===== src/rtl/irq_pkg.sv =====
package irq_pkg;
  typedef enum logic [1:0] {
    REG_BASE = 2'd0,
    REG_MASK = 2'd1,
    REG_TRIG = 2'd2,
    REG_CMD  = 2'd3
  } reg_sel_e;

  typedef enum logic [1:0] {
    CMD_NOP     = 2'd0,
    CMD_EOI_ANY = 2'd1,
    CMD_EOI_LVL = 2'd2,
    CMD_MODE    = 2'd3
  } cmd_op_e;
endpackage


===== src/rtl/irq_req_stage.sv =====
module irq_req_stage #(
  parameter int unsigned N_IRQ       = 8,
  parameter int unsigned SYNC_STAGES = 2
) (
  input  logic             clk_i,
  input  logic             rst_ni,
  input  logic [N_IRQ-1:0] irq_i,
  input  logic [N_IRQ-1:0] level_mode_i,
  input  logic [N_IRQ-1:0] take_i,
  output logic [N_IRQ-1:0] req_o
);
  for (genvar g = 0; g < N_IRQ; g++) begin : g_line
    logic [SYNC_STAGES-1:0] sync_q;
    logic                   prev_q;
    logic                   edge_q;
    logic                   rise;

    always_ff @(posedge clk_i or negedge rst_ni) begin
      if (!rst_ni) begin
        sync_q <= '0;
        prev_q <= 1'b0;
      end else begin
        sync_q <= {sync_q[SYNC_STAGES-2:0], irq_i[g]};
        prev_q <= sync_q[SYNC_STAGES-1];
      end
    end

    assign rise = sync_q[SYNC_STAGES-1] & ~prev_q;

    // a new edge outranks a same-cycle acknowledge clear
    always_ff @(posedge clk_i or negedge rst_ni) begin
      if (!rst_ni)              edge_q <= 1'b0;
      else if (level_mode_i[g]) edge_q <= 1'b0;
      else if (rise)            edge_q <= 1'b1;
      else if (take_i[g])       edge_q <= 1'b0;
    end

    assign req_o[g] = level_mode_i[g] ? sync_q[SYNC_STAGES-1] : edge_q;

    AST_EDGE_TAKEN: assert property (@(posedge clk_i) disable iff (!rst_ni)
      (!level_mode_i[g] && take_i[g] && !rise) |=> !edge_q);
  end
endmodule


===== src/rtl/irq_prio_resolve.sv =====
module irq_prio_resolve #(
  parameter int unsigned N_IRQ = 8,
  localparam int unsigned LVL_W = $clog2(N_IRQ)
) (
  input  logic [N_IRQ-1:0] req_i,
  input  logic [N_IRQ-1:0] mask_i,
  input  logic [N_IRQ-1:0] isr_i,
  output logic             elig_any_o,
  output logic [LVL_W-1:0] win_o,
  output logic             isr_any_o,
  output logic [LVL_W-1:0] isr_top_o
);
  logic [N_IRQ-1:0] allow;
  logic [N_IRQ-1:0] elig;

  function automatic logic [LVL_W-1:0] first_set(input logic [N_IRQ-1:0] v);
    logic [LVL_W-1:0] idx;
    idx = '0;
    for (int i = N_IRQ - 1; i >= 0; i--) begin
      if (v[i]) idx = LVL_W'(i);
    end
    return idx;
  endfunction

  // a level in service blocks itself and everything below it
  always_comb begin
    logic acc;
    acc = 1'b0;
    for (int i = 0; i < N_IRQ; i++) begin
      acc      = acc | isr_i[i];
      allow[i] = ~acc;
    end
  end

  assign elig       = req_i & ~mask_i & allow;
  assign elig_any_o = |elig;
  assign win_o      = first_set(elig);
  assign isr_any_o  = |isr_i;
  assign isr_top_o  = first_set(isr_i);
endmodule


===== src/rtl/irq_service.sv =====
module irq_service #(
  parameter int unsigned N_IRQ  = 8,
  parameter int unsigned DATA_W = 8,
  localparam int unsigned LVL_W = $clog2(N_IRQ)
) (
  input  logic              clk_i,
  input  logic              rst_ni,
  input  logic              ack_i,
  input  logic              aeoi_i,
  input  logic [DATA_W-1:0] base_i,
  input  logic              elig_any_i,
  input  logic [LVL_W-1:0]  win_i,
  input  logic              eoi_any_i,
  input  logic              eoi_lvl_i,
  input  logic [LVL_W-1:0]  eoi_sel_i,
  input  logic              isr_any_i,
  input  logic [LVL_W-1:0]  isr_top_i,
  output logic [N_IRQ-1:0]  isr_o,
  output logic [N_IRQ-1:0]  take_o,
  output logic [DATA_W-1:0] data_o,
  output logic              data_oe_o
);
  localparam logic [LVL_W-1:0] SPUR_LVL = LVL_W'(N_IRQ - 1);

  logic [N_IRQ-1:0]  isr_q, isr_set, isr_clr;
  logic [DATA_W-1:0] data_q;
  logic              oe_q;
  logic [LVL_W-1:0]  vec_lvl;

  assign take_o  = (ack_i && elig_any_i) ? (N_IRQ'(1) << win_i) : '0;
  assign isr_set = aeoi_i ? '0 : take_o;

  always_comb begin
    isr_clr = '0;
    if (eoi_any_i && isr_any_i) isr_clr = isr_clr | (N_IRQ'(1) << isr_top_i);
    if (eoi_lvl_i)              isr_clr = isr_clr | (N_IRQ'(1) << eoi_sel_i);
  end

  assign vec_lvl = elig_any_i ? win_i : SPUR_LVL;

  always_ff @(posedge clk_i or negedge rst_ni) begin
    if (!rst_ni) begin
      isr_q  <= '0;
      data_q <= '0;
      oe_q   <= 1'b0;
    end else begin
      isr_q <= (isr_q & ~isr_clr) | isr_set;
      oe_q  <= ack_i;
      if (ack_i) data_q <= base_i + {{(DATA_W-LVL_W){1'b0}}, vec_lvl};
    end
  end

  assign isr_o     = isr_q;
  assign data_o    = data_q;
  assign data_oe_o = oe_q;

  AST_ACK_REPLY: assert property (@(posedge clk_i) disable iff (!rst_ni)
    ack_i |=> data_oe_o);
  AST_NO_REPLY: assert property (@(posedge clk_i) disable iff (!rst_ni)
    !ack_i |=> !data_oe_o);
  AST_SPUR_VEC: assert property (@(posedge clk_i) disable iff (!rst_ni)
    (ack_i && !elig_any_i) |=> data_o == $past(base_i) + DATA_W'(N_IRQ - 1));
  AST_SPUR_NO_ISR: assert property (@(posedge clk_i) disable iff (!rst_ni)
    (ack_i && !elig_any_i && !eoi_any_i && !eoi_lvl_i) |=> isr_q == $past(isr_q));
  AST_AEOI_NO_ISR: assert property (@(posedge clk_i) disable iff (!rst_ni)
    (ack_i && aeoi_i && !eoi_any_i && !eoi_lvl_i) |=> isr_q == $past(isr_q));
  AST_ISR_SET: assert property (@(posedge clk_i) disable iff (!rst_ni)
    (ack_i && elig_any_i && !aeoi_i) |=> isr_q[$past(win_i)]);
  AST_EOI_LVL: assert property (@(posedge clk_i) disable iff (!rst_ni)
    (eoi_lvl_i && !ack_i) |=> !isr_q[$past(eoi_sel_i)]);
endmodule


===== src/rtl/prio_irq_ctrl.sv =====
module prio_irq_ctrl
  import irq_pkg::*;
#(
  parameter int unsigned N_IRQ       = 8,
  parameter int unsigned DATA_W      = 8,
  parameter int unsigned SYNC_STAGES = 2,
  localparam int unsigned LVL_W      = $clog2(N_IRQ)
) (
  input  logic              clk_i,
  input  logic              rst_ni,
  input  logic [N_IRQ-1:0]  irq_i,
  input  logic              wr_en_i,
  input  logic [1:0]        wr_addr_i,
  input  logic [DATA_W-1:0] wr_data_i,
  input  logic              ack_i,
  output logic              intr_o,
  output logic [DATA_W-1:0] data_o,
  output logic              data_oe_o
);
  logic [DATA_W-1:0] base_q;
  logic [N_IRQ-1:0]  mask_q, trig_q;
  logic              aeoi_q;

  logic              cmd_wr;
  cmd_op_e           cmd_op;
  logic              eoi_any, eoi_lvl;
  logic [LVL_W-1:0]  eoi_sel;

  logic [N_IRQ-1:0]  req, isr, take;
  logic              elig_any, isr_any;
  logic [LVL_W-1:0]  win, isr_top;

  assign cmd_wr  = wr_en_i && (wr_addr_i == REG_CMD);
  assign cmd_op  = cmd_op_e'(wr_data_i[DATA_W-1 -: 2]);
  assign eoi_any = cmd_wr && (cmd_op == CMD_EOI_ANY);
  assign eoi_lvl = cmd_wr && (cmd_op == CMD_EOI_LVL);
  assign eoi_sel = wr_data_i[LVL_W-1:0];

  always_ff @(posedge clk_i or negedge rst_ni) begin
    if (!rst_ni) begin
      base_q <= '0;
      mask_q <= '1;
      trig_q <= '0;
      aeoi_q <= 1'b0;
    end else if (wr_en_i) begin
      unique case (wr_addr_i)
        REG_BASE: base_q <= wr_data_i;
        REG_MASK: mask_q <= wr_data_i[N_IRQ-1:0];
        REG_TRIG: trig_q <= wr_data_i[N_IRQ-1:0];
        default:  if (cmd_op == CMD_MODE) aeoi_q <= wr_data_i[0];
      endcase
    end
  end

  irq_req_stage #(.N_IRQ(N_IRQ), .SYNC_STAGES(SYNC_STAGES)) u_req (
    .clk_i       (clk_i),
    .rst_ni      (rst_ni),
    .irq_i       (irq_i),
    .level_mode_i(trig_q),
    .take_i      (take),
    .req_o       (req)
  );

  irq_prio_resolve #(.N_IRQ(N_IRQ)) u_res (
    .req_i     (req),
    .mask_i    (mask_q),
    .isr_i     (isr),
    .elig_any_o(elig_any),
    .win_o     (win),
    .isr_any_o (isr_any),
    .isr_top_o (isr_top)
  );

  irq_service #(.N_IRQ(N_IRQ), .DATA_W(DATA_W)) u_svc (
    .clk_i     (clk_i),
    .rst_ni    (rst_ni),
    .ack_i     (ack_i),
    .aeoi_i    (aeoi_q),
    .base_i    (base_q),
    .elig_any_i(elig_any),
    .win_i     (win),
    .eoi_any_i (eoi_any),
    .eoi_lvl_i (eoi_lvl),
    .eoi_sel_i (eoi_sel),
    .isr_any_i (isr_any),
    .isr_top_i (isr_top),
    .isr_o     (isr),
    .take_o    (take),
    .data_o    (data_o),
    .data_oe_o (data_oe_o)
  );

  assign intr_o = elig_any;

  AST_MASK_ALL: assert property (@(posedge clk_i) disable iff (!rst_ni)
    (mask_q == '1) |-> !intr_o);
  AST_EOI_ANY_TOP: assert property (@(posedge clk_i) disable iff (!rst_ni)
    (eoi_any && isr_any && !ack_i) |=> !isr[$past(isr_top)]);
endmodule


===== config.mk =====
export PLATFORM = sky130hd
export DESIGN_NAME = prio_irq_ctrl
export DESIGN_NICKNAME = d
export VERILOG_FILES = /design/src/rtl/irq_pkg.sv /design/src/rtl/irq_req_stage.sv /design/src/rtl/irq_prio_resolve.sv /design/src/rtl/irq_service.sv /design/src/rtl/prio_irq_ctrl.sv
export SDC_FILE = /design/constraint.sdc
export NUM_CORES = 1
export LEC_CHECK = 0
export ABC_AREA = 1
export BUFFER_PORTS_ARGS = -buffer_cell sky130_fd_sc_hd__buf_2
export CAP_MARGIN = 25
export CORE_MARGIN = 2
export CORE_UTILIZATION = 60
export DETAILED_ROUTE_END_ITERATION = 12
export PLACE_DENSITY = 0.81
export SYNTH_ARGS = -nofsm -noshare
export SYNTH_HDL_FRONTEND = slang
export SYNTH_SLANG_ARGS = --single-unit

===== constraint.sdc =====
create_clock -name clk_i -period 4.7 [get_ports clk_i]
set_clock_uncertainty 0.05 [all_clocks]
set_input_delay 1.175 -clock clk_i [delete_from_list [all_inputs] [get_ports clk_i]]
set_output_delay 1.175 -clock clk_i [all_outputs]
set_load 0.01 [all_outputs]

======== After elaboration in Yosys (flattened, before gate mapping) ========
Index checks and enable logic that the tools add are counted.
cells by class
  add/subtract/negate cells ............... 1
  equality and inequality tests ........... 6
  mux-type cells .......................... 53
  shifts and indexed selects .............. 3
  reductions and logical operators ........ 21
  bitwise operators ....................... 39
operators with widths
  operator                                         count
  2-to-1 mux 3 bit                                 17
  2-to-1 mux 1 bit                                 32
  2-to-1 mux 8 bit                                 4
  AND 8 bit                                        3
  nonzero test 3 bit                               8
  left shift 1 x 3 -> 8 bit, first input constant  3
  inverter 1 bit                                   17
  inverter 8 bit                                   2
  OR 8 bit                                         2
  OR reduction 8 bit                               2
  adder 8 x 3 -> 8 bit                             1
  AND 1 bit                                        8
  == test 2 bit, second input constant             4
  OR 1 bit                                         7
  AND reduction 2 bit                              3
  logical AND 1 bit                                5
  == test 2 x 1 -> 1 bit, second input constant    2
  AND reduction 3 bit                              1
  OR reduction 3 bit                               1
  logical NOT 2 bit                                1
word-level totals
  output and inout port bits .............. 10
  register bits after elaboration ......... 74
  input bits .............................. 22

======== Logic depth before layout (Yosys ltp) ========
  depth in word-level cells ............... 22
  mapped depth ............................ 22
  depth with buffers taken out ............ 22

======== By module ========
From an unflattened synthesis, not the netlist that was laid out.
unflattened totals
  cells, all modules ...................... 413
  area, all modules ....................... 3449.6 um^2
modules (own cells, without submodules)
  module            times used  area each (um^2)  cells each  sequential area each (um^2)
  irq_req_stage     1           1081.0            104         800.8
  irq_service       1           1036.0            147         425.4
  prio_irq_ctrl     1           1031.0            100         635.6
  irq_prio_resolve  1           301.5             62          0.0

======== Least setup slack after synthesis ========
No wires, ideal clock.
  kind .................................... flip-flop to flip-flop
  start point ............................. register u_svc.isr_q[0], in the netlist u_svc.isr_o[0]
  end point ............................... register u_svc.data_q[6], in the netlist u_svc.data_o[6]
  cell stages (with the launch flop) ...... 22
  arrival ................................. 2.357 ns
  clock period less this slack ............ 2.543 ns
  buffers on the path ..................... 0
  path slack .............................. 2.157 ns
  required time ........................... 4.514 ns
  library setup time ...................... 0.136 ns
  cells stage by stage .................... dfrtp_1 nor2_4 nand2_2 inv_2 nand2_2 nor2_4 inv_1 nand2_1 nand2_1 nand2_2 nand2_4 nand2_2 nand2_1 ha_1 fa_1 nand2_1 a21oi_1 inv_1 nor2_1 nand2_1 xor2_1 o21ai_0
between the ends
  word-level cells in the longest chain between the ends .. 19
  elaborated cells between the ends (all ways) .. 27
ends and longest elaborated chain
  element                        line                    source
  from (decl)                    irq_service.sv:25       logic [N_IRQ-1:0] isr_q, isr_set, isr_clr;
  from (signal assigned)         irq_service.sv:47       isr_q <= (isr_q & ~isr_clr) | isr_set;
  OR 1 bit (7 in a row)          irq_prio_resolve.sv:30  acc = acc | isr_i[i];
  inverter 1 bit                 irq_prio_resolve.sv:31  allow[i] = ~acc;
  AND 8 bit *                    irq_prio_resolve.sv:35  assign elig = req_i & ~mask_i & allow;
  2-to-1 mux 3 bit (8 in a row)  irq_prio_resolve.sv:20  if (v[i]) idx = LVL_W'(i);
  2-to-1 mux 3 bit *             irq_service.sv:39       assign vec_lvl = elig_any_i ? win_i : SPUR_LVL;
  adder 8 x 3 -> 8 bit *         irq_service.sv:49       if (ack_i) data_q <= base_i + {{(DATA_W-LVL_W){1'b0}}, vec_lvl};
  to (signal assigned)           irq_service.sv:49
  to (decl)                      irq_service.sv:26       logic [DATA_W-1:0] data_q;
Mark *: on every way between the ends. The rest lies on a longest branch, timed or not.
A chain may end at the register's enable or synchronous reset.

======== Final worst setup path ========
  start point ............................. register u_svc.isr_q[4], in the netlist u_svc.isr_o[4]
  end point ............................... output intr_o
between the ends
  word-level cells in the longest chain between the ends .. 7
  elaborated cells between the ends (all ways) .. 10
ends and longest elaborated chain
  element                line                    source
  OR 1 bit *             irq_prio_resolve.sv:30
  OR 1 bit (3 in a row)  irq_prio_resolve.sv:30
  inverter 1 bit         irq_prio_resolve.sv:31
  AND 8 bit *            irq_prio_resolve.sv:35
  OR reduction 8 bit *   irq_prio_resolve.sv:36  assign elig_any_o = |elig;
  to (decl)              prio_irq_ctrl.sv:16     output logic intr_o,
Marked as above.

==> results.yml <==
run_status:
  status: "completed"
cts:
  cts.reportedPaths.clkPinSlew_ns: 0.08
  cts_buffer_depth: 2
  clk_latency_ns: 0.35
  cts_buffers: 9
  clock_sinks: 74
  cts_resized: 0
  cts_max_level: 3
  post_cts_buffers: 0
  cts_hold_buf: 0
  tritoncts: "yes"
  cts-root-buf: "clkbuf_8"
timing:
  slew_violations: 0
  period_needed_ns: 3.01
  layout_setup_ws_ns: 1.69
  min_period_over_period: 0.640
  grt_setup_unrepaired: "false"
  maxClockFrequency_mhz: 332
  worstMarginPinSlew_ns: 0.889
  tns_ns: 0
  relSlewSlack: 0.407
  final-hold-violation-count: 0
  setup_viol: 0
layout:
  area_delta_synth_final_pct: 14.1
  final_cell_mix: "nand2_1 (98), dfrtp_1 (66), inv_1 (45), o21ai_0 (31), buf_2 (30)"
  drive_above_1_share: 0.219
  final_common_cell: "nand2_1"
  n_antenna_cell: 0
  nets: 436
detailed_routing:
  drc: 0
  drt-total-wl_mm: 7.15
  vias: 2619
  via_per_inst: 5.38
  drt_iter0_drc: 225
  drtPass1Iterations: 4
  routedWlPerCell_um: 14.7
  ant_nets: 0
synthesis:
  syn_inst: 372
  ys_ff_latch: 74
  syn_area_per_cell_sq_um: 9.00
  yosys_warnings: 0
  syn-num-nets: 398
  yosysSeqAreaShare: 0.556
  synth.cell_area_sq_um: 3350
  synth_cell_types: 34
grt:
  grt_max_degree: 75
  grt_overflow: 0
  grt_pass1_vias: 2458
  antenna_found_initial: 0
  grt_pass1_wl_mm: 11.9
  grt_usage: 0.254
die:
  die_w_um: 78.7
  num_io_pins: 32
  core_area_sq_um: 5440
  initial_utilization: 0.616
  die_h_um: 78.7
  dieArea_sq_um: 6190
  fp-row-count: 27
worst_setup_path:
  cp.buffers_inverters: 4
  crit_slowest_cell: "dfrtp_1"
  worstSetupEndpointType: "primary output"
  worstPathRequired_ns: 3.47
  cp_cell_sequence: "inv_1 > nand2_1 > nor2_1 > nand2_1 > o21ai_2 > inv_1 > nand2_1 > inv_1 > nand2_1 > buf_2"
  cp.arrival_ns: 1.78
  startpoint_type: "register"
  slowest_delay_ns: 0.43
  critPathTopFamily: "simple AND/OR/NAND/NOR gates"
  cp_common_cell: "nand2_1"
  critPathKind: "reg -> out"
  worst-r2r-setup-slack_ns: 1.92
  path_max_fanout: 4
run:
  drv_cap: 0
power:
  ir_worst_vdd_mv: 0.344
  power.density_nw_per_um2: 529
  p_leak_uw: 0.00186
hold_path:
  worst_hold_path_type: "reg -> reg"
placed_design:
  io_buffers: 31
  place_ws_ns: 1.94
  gp_congestion: 0.936
  dpl.hpwl_mm: 5.24
cells by family after synthesis:
family                     Yosys count  synth area share
DFF                                 74             0.556
and+or+nand+nor                    181             0.264
buffers and inverters               54            0.0605
xor gates and xnor gates             2           0.00523
AOI/OAI and AO/OA                   57            0.0968
adders and majority gates            4            0.0172
registers in the layout (all words and copies together) (netlist names):
signal               cells
u_req.g_line.sync_q     16
base_q                   8
mask_q                   8
trig_q                   8
u_req.g_line.edge_q      8
u_req.g_line.prev_q      8
u_svc.data_o             8
u_svc.isr_o              8
aeoi_q                   1
u_svc.data_oe_o          1
per-layer routing:
metal | global-route usage | vias to the layer above | share of wire
met4 | 0.105 | 0 | 0.023
met5 | 0 | - | 0
met1 | 0.351 | 1247 | 0.46
met2 | 0.397 | 71 | 0.47
met3 | 0.0511 | 16 | 0.049
li1 | - | 1285 | -
path summary, 6_finish.rpt:
path	start	to	depth (start not counted)
max in group asynchronous	rst_ni	u_req.g_line[6].sync_q[0]	1
setup / recovery	u_svc.isr_o[4]	intr_o	10
hold reg to reg	u_req.g_line[6].sync_q[0]	u_req.g_line[6].sync_q[1]	0
min in group asynchronous	rst_ni	base_q[3]	1
hold / removal	u_req.g_line[6].sync_q[0]	u_req.g_line[6].sync_q[1]	0
setup reg to reg	u_svc.isr_o[4]	u_svc.data_o[6]	22
layout make-up:
cell class / instances / area, sq um
multi-input combinational: 244 / 1280
timing repair buffer: 31 / 158
clock buffer: 10 / 128
inverter: 50 / 188
sequential: 74 / 1860
clock inverter: 6 / 113
fill: 429 / 1620
tap: 72 / 90.1
power by group:
part | internal [uW] | switching, uW | total, uW
clock | 356 | 242 | 597
combinational | 206 | 366 | 572
sequential | 763 | 89.3 | 852
total | 1330 | 697 | 2020
cell usage after synthesis, drive strengths merged:
library cell | number | share of area
nand2 | 112 | 0.14
dfrtp | 66 | 0.49
inv | 50 | 0.056
o21ai | 36 | 0.055
nor2 | 26 | 0.045
nand3 | 21 | 0.034
a21oi | 10 | 0.016
nand4 | 9 | 0.017
dfstp | 8 | 0.063
nand3b | 8 | 0.018
clkbuf | 4 | 0.0045
ha | 3 | 0.011
o21bai | 3 | 0.0067
o311ai | 3 | 0.0078
nor3 | 2 | 0.0045
o31ai | 2 | 0.0045
xor2 | 2 | 0.0052
a31oi | 1 | 0.0019
and2 | 1 | 0.0019
fa | 1 | 0.0060
nor4 | 1 | 0.0037
o211ai | 1 | 0.0022
o221ai | 1 | 0.0026
or3b | 1 | 0.0026
per-stage QoR:
step / std cells / instance area (sq um) / total power, uW / util / hold slack [ns]
4_1_cts: 487 / 3820 / 2030 / 0.703 / 0.302
6_report: 487 / 3820 / 2020 / 0.703 / 0.297
2_1_floorplan: 372 / 3350 / 1260 / - / 0.281
3_3_place_gp: 471 / 3580 / 1410 / 0.658 / 0.284
5_1_grt: 487 / 3820 / 2150 / 0.703 / 0.306
3_5_place_dp: 471 / 3580 / 1430 / 0.658 / 0.285
(Power assumes the default switching activity.)
